`config.mk`:
```
export PLATFORM = sky130hd
export DESIGN_NAME = fb_bit_serializer
export DESIGN_NICKNAME = d
export VERILOG_FILES = /design/src/rtl/fbs_pkg.sv /design/src/rtl/fbs_fetch.sv /design/src/rtl/fbs_land.sv /design/src/rtl/fbs_shift.sv /design/src/rtl/fb_bit_serializer.sv
export SDC_FILE = /design/constraint.sdc
export NUM_CORES = 1
export LEC_CHECK = 0
export ABC_AREA = 1
export BUFFER_PORTS_ARGS = -buffer_cell sky130_fd_sc_hd__buf_4
export CORE_ASPECT_RATIO = 1.75
export CORE_MARGIN = 10
export CORE_UTILIZATION = 45
export CTS_CLUSTER_DIAMETER = 100
export CTS_CLUSTER_SIZE = 25
export DETAILED_ROUTE_END_ITERATION = 7
export SYNTH_ARGS = -nofsm -noshare
export SYNTH_HDL_FRONTEND = slang
export SYNTH_HIERARCHICAL = 1
export SYNTH_SLANG_ARGS = --single-unit
```
`constraint.sdc`:
```
create_clock -name clk_i -period 4 [get_ports clk_i]
set_clock_uncertainty 0.1 [all_clocks]
set_input_delay 0.4 -clock clk_i [delete_from_list [all_inputs] [get_ports clk_i]]
set_output_delay 0.4 -clock clk_i [all_outputs]
set_load 0.05 [all_outputs]
```
`src/rtl/fbs_pkg.sv`:
```
package fbs_pkg;
  typedef enum logic {FK_HEAD = 1'b0, FK_RUN = 1'b1} fetch_kind_e;
endpackage

```
`src/rtl/fbs_fetch.sv`:
```
module fbs_fetch
  import fbs_pkg::*;
#(
  parameter int unsigned WPL    = 64,
  parameter int unsigned ADDR_W = 16
) (
  input  logic              clk_i,
  input  logic              rst_ni,
  input  logic              sol_i,
  input  logic              sof_i,
  input  logic              de_i,
  input  logic              run_slot_i,
  output logic              rd_o,
  output logic [ADDR_W-1:0] addr_o,
  output fetch_kind_e       kind_o
);
  localparam int unsigned CW = $clog2(WPL + 1);
  localparam logic [CW-1:0] WPL_C = CW'(WPL);

  logic [ADDR_W-1:0] addr_q;
  logic [CW-1:0]     wcnt_q;
  logic              de_q;
  logic              req_head, req_run, commit;

  assign req_head = sol_i;
  assign req_run  = run_slot_i && !sol_i && (wcnt_q < WPL_C);
  // first word of a line is only counted once the line actually shows
  assign commit   = de_i && !de_q;

  always_ff @(posedge clk_i or negedge rst_ni) begin
    if (!rst_ni) begin
      addr_q <= '0;
      wcnt_q <= '0;
      de_q   <= 1'b0;
      rd_o   <= 1'b0;
      addr_o <= '0;
      kind_o <= FK_HEAD;
    end else begin
      de_q   <= de_i;
      rd_o   <= req_head || req_run;
      kind_o <= req_head ? FK_HEAD : FK_RUN;
      if (req_head)     addr_o <= sof_i ? '0 : addr_q;
      else if (req_run) addr_o <= addr_q;
      if (sof_i)                  addr_q <= '0;
      else if (commit || req_run) addr_q <= addr_q + 1'b1;
      if (req_head)     wcnt_q <= CW'(1);
      else if (req_run) wcnt_q <= wcnt_q + 1'b1;
    end
  end
endmodule

```
`src/rtl/fbs_land.sv`:
```
module fbs_land
  import fbs_pkg::*;
#(
  parameter int unsigned WORD_W = 16
) (
  input  logic              clk_i,
  input  logic              rst_ni,
  input  logic              rd_i,
  input  fetch_kind_e       kind_i,
  input  logic [WORD_W-1:0] rdata_i,
  output logic              head_vld_o,
  output logic [WORD_W-1:0] nxt_o
);
  logic        rd_d;
  fetch_kind_e kind_d;

  always_ff @(posedge clk_i or negedge rst_ni) begin
    if (!rst_ni) begin
      rd_d   <= 1'b0;
      kind_d <= FK_HEAD;
      nxt_o  <= '0;
    end else begin
      rd_d   <= rd_i;
      kind_d <= kind_i;
      if (rd_d && kind_d == FK_RUN) nxt_o <= rdata_i;
    end
  end

  assign head_vld_o = rd_d && (kind_d == FK_HEAD);
endmodule

```
`src/rtl/fbs_shift.sv`:
```
module fbs_shift #(
  parameter int unsigned WORD_W = 16
) (
  input  logic              clk_i,
  input  logic              rst_ni,
  input  logic              de_i,
  input  logic              head_vld_i,
  input  logic [WORD_W-1:0] head_word_i,
  input  logic [WORD_W-1:0] nxt_i,
  output logic              run_slot_o,
  output logic              video_o
);
  localparam int unsigned BW = $clog2(WORD_W);
  localparam logic [BW-1:0] LAST = BW'(WORD_W - 1);
  // request slot leaves fetch, memory and landing registers before the reload
  localparam logic [BW-1:0] SLOT = BW'(WORD_W - 4);

  logic [WORD_W-1:0] sr_q;
  logic [BW-1:0]     cnt_q;

  always_ff @(posedge clk_i or negedge rst_ni) begin
    if (!rst_ni) begin
      sr_q  <= '0;
      cnt_q <= '0;
    end else if (head_vld_i) begin
      sr_q  <= head_word_i;
      cnt_q <= '0;
    end else if (de_i) begin
      if (cnt_q == LAST) begin
        sr_q  <= nxt_i;
        cnt_q <= '0;
      end else begin
        sr_q  <= {sr_q[WORD_W-2:0], 1'b0};
        cnt_q <= cnt_q + 1'b1;
      end
    end
  end

  assign run_slot_o = de_i && (cnt_q == SLOT);
  assign video_o    = de_i && sr_q[WORD_W-1];
endmodule

```
`src/rtl/fb_bit_serializer.sv`:
```
module fb_bit_serializer
  import fbs_pkg::*;
#(
  parameter int unsigned WORD_W  = 16,
  parameter int unsigned H_PIX   = 1024,
  parameter int unsigned V_LINES = 768,
  parameter int unsigned ADDR_W  = $clog2((H_PIX / WORD_W) * V_LINES + 1)
) (
  input  logic              clk_i,
  input  logic              rst_ni,
  input  logic              sol_i,
  input  logic              sof_i,
  input  logic              de_i,
  input  logic [WORD_W-1:0] rdata_i,
  output logic              rd_o,
  output logic [ADDR_W-1:0] addr_o,
  output logic              video_o
);
  localparam int unsigned WPL = H_PIX / WORD_W;

  fetch_kind_e       kind;
  logic              run_slot, head_vld;
  logic [WORD_W-1:0] nxt;

  fbs_fetch #(.WPL(WPL), .ADDR_W(ADDR_W)) u_fetch (
    .clk_i, .rst_ni, .sol_i, .sof_i, .de_i,
    .run_slot_i (run_slot),
    .rd_o, .addr_o,
    .kind_o     (kind)
  );

  fbs_land #(.WORD_W(WORD_W)) u_land (
    .clk_i, .rst_ni,
    .rd_i       (rd_o),
    .kind_i     (kind),
    .rdata_i,
    .head_vld_o (head_vld),
    .nxt_o      (nxt)
  );

  fbs_shift #(.WORD_W(WORD_W)) u_shift (
    .clk_i, .rst_ni, .de_i,
    .head_vld_i  (head_vld),
    .head_word_i (rdata_i),
    .nxt_i       (nxt),
    .run_slot_o  (run_slot),
    .video_o
  );
endmodule

```
-- Word-level counts from Yosys, hierarchy flattened
Index checks and enable logic that the tools add are counted.
- bits in registers: 80
- bits of input ports: 21
- output and inout port bits: 18
- add/sub/neg operators: 3
- $lt $le $gt $ge: 1
- eq/ne operators: 2
- muxes and demuxes: 14
- bitwise gates (word level): 1
- reduce and logical (&&, ||, !) cells: 14
- operators by type and width (operator ; count):
    16-bit 2-to-1 mux ; 8
    16-bit by 1-bit adder with 16-bit output, second input constant ; 1
    7-bit 2-to-1 mux ; 2
    4-bit 2-to-1 mux ; 3
    4-bit == test, second input constant ; 2
    7-bit by 1-bit adder with 7-bit output, second input constant ; 1
    1-bit logical AND ; 7
    7-bit < comparator, second input constant ; 1
    2-bit nonzero test ; 3
    4-bit by 1-bit adder with 4-bit output, second input constant ; 1
    1-bit zero test ; 2
    1-bit logical OR ; 2
    1-bit 2-to-1 mux ; 1
    1-bit NOT ; 1

-- Logic depth before layout (Yosys ltp)
- depth in word-level cells: 7
- mapped depth: 11
- mapped depth without buffers: 11

-- By module
Netlist, hierarchy kept.
- modules (own cells, without submodules) (module ; times used ; cells an instance ; area each (µm²) ; seq. area each (µm²)):
    fbs_fetch ; 1 ; 238 ; 1956.9 ; 1051.0
    fbs_shift ; 1 ; 165 ; 1298.7 ; 500.5
    fbs_land ; 1 ; 74 ; 744.5 ; 450.4

-- Worst setup path after synthesis
OpenSTA, ideal clock, no wires.
- path type: register to register
- start point: register u_shift.cnt_q[0]
- end point: register u_fetch.wcnt_q[3]
- arrival: 1447 ps
- required time: 3829 ps
- slack: 2382 ps
- cell stages (with the launch flop): 12
- buffers on the path: 1
- clock period less this slack: 1618 ps
- cells stage by stage: dfrtp_1 -> inv_1 -> ha_1 -> nand2_1 -> nor2_1 -> nand2_2 -> nand2_4 -> inv_2 -> buf_6 -> nor2_1 -> o21ai_1 -> nor2_1
- word-level cells in the longest chain between the ends: 5
- RTL lines (element ; RTL line ; text):
    start: declaration ; fbs_shift.sv:19 ; logic [BW-1:0] cnt_q;
    start signal: assignment ; fbs_shift.sv:34 ; cnt_q <= cnt_q + 1'b1;
    4-bit == test ; fbs_shift.sv:39 ; assign run_slot_o = de_i && (cnt_q == SLOT);
    1-bit logical AND ; fbs_shift.sv:39 ;
    named net run_slot ; fb_bit_serializer.sv:22 ; logic run_slot, head_vld;
    1-bit logical AND (2 in a row) ; fbs_fetch.sv:26 ; assign req_run = run_slot_i && !sol_i && (wcnt_q < WPL_C);
    2-bit nonzero test (no source line) ; -- ;
    end signal: assignment ; fbs_fetch.sv:47 ; else if (req_run) wcnt_q <= wcnt_q + 1'b1;
    end: declaration ; fbs_fetch.sv:21 ; logic [CW-1:0] wcnt_q;
The timed path passes the listed nets, and every way through them passes these cells.
A chain may end at the register's enable or synchronous reset.

-- Worst setup path in the final report
- start point: register u_land.rd_d
- end point: register u_shift.sr_q[6]
- word-level cells in the longest chain between the ends: 2
- elaborated cells between the ends (all ways): 3
- those cells by class: mux (1); reduce/logical (2)
- RTL lines (element ; RTL line ; text):
    start: declaration ; fbs_land.sv:14 ; logic rd_d;
    start signal: assignment ; fbs_land.sv:23 ; rd_d <= rd_i;
    1-bit logical AND * ; fbs_land.sv:29 ; assign head_vld_o = rd_d && (kind_d == FK_HEAD);
    named net head_vld ; fb_bit_serializer.sv:22 ;
    16-bit 2-to-1 mux or 2-bit nonzero test (tied branches) ; -- ;
    end signal: assignment ; fbs_shift.sv:26 ; sr_q <= head_word_i;
    end signal: assignment ; fbs_shift.sv:30 ; sr_q <= nxt_i;
    end signal: assignment ; fbs_shift.sv:33 ; sr_q <= {sr_q[WORD_W-2:0], 1'b0};
    end: declaration ; fbs_shift.sv:18 ; logic [WORD_W-1:0] sr_q;
The timed path passes the listed nets; every way through them passes the cells marked *.

==> results.py <==
metrics = {
    "setup_path": {
        "crit_fanout": 19,
        "endpoint_kind": "register",
        "path_cells": "inv_1 > nor2_1 > nor2_4 > a22oi_1 > nand2_1",
        "cpLargestDelayFamily": "flip-flops",
        "required_ns": 4.12,
        "cp_slowest_cell": "dfrtp_1",
        "crit_type": "register to register",
        "critPathLaunchType": "register",
        "critical-path-max-stage-delay_ns": 0.86,
        "arrival_ns": 2.32,
        "worstPathBufferInverterCount": 1,
    },
    "finish": {
        "multi_input_area_mm2": 0.001610,
        "diodes": 0,
        "syn_to_final_growth_pct": 14.11,
        "nets": 535,
        "utilization_pct": 52.64,
        "seq_area_mm2": 0.002002,
        "fill_cells": 873,
        "stdcell_area_mm2": 0.004564,
        "drive_gt1_share_pct": 17.12,
    },
    "floorplan": {
        "start_util_pct": 46.13,
        "die_w_um": 91.27,
        "core-area_mm2": 0.008671,
        "row_count": 45,
        "io_pins": 39,
        "die-area_mm2": 0.01321,
        "dieHeight_um": 144.7,
    },
    "clocking": {
        "cts_setup_buffers": 0,
        "clk-insertion-delay-late_ns": 0.34,
        "ctsResizeCount": 0,
        "cts_root_buf": "clkbuf_16",
        "cts_hold_buf": 0,
        "cts_tree": "yes",
        "clock_sinks": 80,
        "numCtsBuffers": 9,
        "cts_max_path_buffers": 2,
        "cts.htree.levels": 3,
        "cts.clk_slew.worst_paths_ns": 0.06,
    },
    "timing": {
        "tightest_slew_ns": 0.9956,
        "rsz0062_at_grt": "false",
        "slew_violations": 0,
        "setup_slack_ns": 1.801,
        "setup_viol": 0,
        "period_share_pct": 54.97,
        "setup-tns-final_ns": 0,
        "relSlewSlack_pct": 33.63,
        "fin_crit_ns": 2.199,
        "fmax_ghz": 0.4548,
        "finalHoldViolCount": 0,
    },
    "yosys": {
        "netlist_area_mm2": 0.004000,
        "syn_area_per_cell_um2": 8.386,
        "synthFlopType": "dfrtp_1",
        "async_flop_share_pct": 100.0,
        "yosysMostFrequentCell": "nand2_1",
        "synth_top_area_share_pct": 50.05,
        "yosysSeqAreaShare_pct": 50.05,
        "syn-instance-count": 477,
        "ys_ff_latch": 80,
        "synth_common_cells": "nand2_1 (148), dfrtp_1 (80), nand3_1 (58), inv_1 (53), nor2_1 (30)",
        "synth-edff-count": 0,
        "yosysWarningCount": 6,
        "ys_types": 37,
        "yosys.area.top_type": "dfrtp_1",
        "synthesis.nets": 502,
        "synth.area.top_cells": "dfrtp_1 (50%), nand2_1 (14%), nand3_1 (7.3%)",
    },
    "power_and_ir_drop": {
        "p_total_uw": 1899,
        "powerDensity_mw_per_mm2": 416.1,
        "peakVddDrop_mv": 0.2277,
        "p_leak_uw": 0.002379,
    },
    "detailed_routing": {
        "drc": 0,
        "num_vias": 3177,
        "drtPass1Iterations": 4,
        "routed_via_density": 5.035,
        "wl_per_cell_um": 14.49,
        "drt_iter0_drc": 163,
        "routed_wirelength_um": 9144,
        "antenna_left": 0,
    },
    "grt": {
        "gr-total-overflow": 0,
        "grt_first_pass_wirelength_um": 15570,
        "grt_max_degree": 81,
        "gr-usage-all-layers_pct": 14.74,
        "antenna_found_initial": 0,
        "grt_pass1_vias": 3337,
    },
    "status": {
        "outcome": "finished clean",
    },
    "job": {
        "cap_violations": 0,
    },
    "placed_design": {
        "hpwl_um": 6362,
        "portBuffers": 38,
        "pre_cts_slack_ns": 1.820,
        "placed_area_mm2": 0.004277,
        "gp_congestion": 0.8371,
    },
    "min_path": {
        "hold_class": "input port to asynchronous set/reset pin",
    },
}
==> registers in the layout, summed over array words and instances, names as in the netlist <==
name            flops
u_fetch/addr_o     16
u_fetch/addr_q     16
u_land/nxt_o       16
u_shift/sr_q       16
u_fetch/wcnt_q      7
u_shift/cnt_q       4
u_fetch/de_q        1
u_fetch/kind_o      1
u_fetch/rd_o        1
u_land/kind_d       1
u_land/rd_d         1
==> per-layer routing <==
metal,track usage [%],wire [µm],up-vias
met5,0,0,-
met4,9.776,331,0
met3,2.888,318,22
met2,26.12,4771,82
met1,15.52,3723,1484
li1,-,-,1589
==> worst reg2reg max path, cell delays in order (launching register included) <==
cell and delay [ns]:
dfrtp_1 0.86, inv_1 0.11, nor2_1 0.49, nor2_4 0.22, a22oi_1 0.22, nand2_1 0.08
==> report_power, final <==
| group | switching [µW] | internal [µW] | leakage [µW] |
|---|---|---|---|
| Clock | 307 | 493 | 0.000145 |
| Sequential | 44.4 | 864 | 0.00105 |
| Combinational | 122 | 69.1 | 0.00119 |
| Total | 473 | 1430 | 0.00238 |
==> final timing paths <==
check                                          to  depth (start not counted)            from  slack (ns)
min in group clk_i              u_fetch/addr_q[2]                          2           sof_i        0.15
max in group asynchronous         u_land/nxt_o[7]                          1          rst_ni        3.04
worst max register to register    u_shift/sr_q[6]                          5     u_land/rd_d        1.80
worst min-delay path             u_land/nxt_o[13]                          1          rst_ni        0.14
worst max-delay path              u_shift/sr_q[6]                          5     u_land/rd_d        1.80
worst min register to register      u_land/kind_d                          0  u_fetch/kind_o        0.25
==> stage by stage <==
step                hold WS, ns  instances
CTS                      0.1393        631
finish                   0.1381        631
detailed placement       0.2396        616
global route             0.1517        631
global placement         0.2349        616
floorplan              0.004409        477
==> kinds of logic (layout without fill, tap and decap cells) <==
| group | Yosys count | count (layout) | synth area share (%) |
|---|---|---|---|
| AOI/OAI and AO/OA | 40 | 40 | 6.131 |
| xor gates and xnor gates | 1 | 1 | 0.2190 |
| adders and majority gates | 4 | 4 | 1.251 |
| buffers and inverters | 76 | 113 | 9.696 |
| DFF | 80 | 80 | 50.05 |
| and+or+nand+nor | 276 | 276 | 32.66 |
==> layout by cell type (no fill, tap or decap), types with 2 or more instances in the layout <==
cell type / synthesis / layout
a21oi_1: 12 / 12
a22oi_1: 15 / 15
and3_1: 2 / 2
buf_4: 2 / 39
clkbuf_16: 0 / 9
clkinv_2: 1 / 4
dfrtp_1: 80 / 80
ha_1: 4 / 4
inv_1: 53 / 53
inv_2: 3 / 3
nand2_1: 148 / 148
nand2_2: 13 / 13
nand2_4: 2 / 2
nand3_1: 58 / 58
nand3_2: 9 / 9
nand3_4: 2 / 2
nand4_1: 5 / 5
nor2_1: 30 / 30
nor3_1: 2 / 2
o21ai_0: 8 / 8
o21ai_1: 2 / 2
==> area by class of cell <==
type / count / area share, %
Multi-Input combinational cell: 321 / 35.28
Timing Repair Buffer: 39 / 6.414
Clock inverter: 4 / 0.9868
Tap cell: 117 / 3.207
Clock buffer: 11 / 5.318
Inverter: 59 / 4.934
Sequential cell: 80 / 43.86
Power figures use the tool's default switching activity.
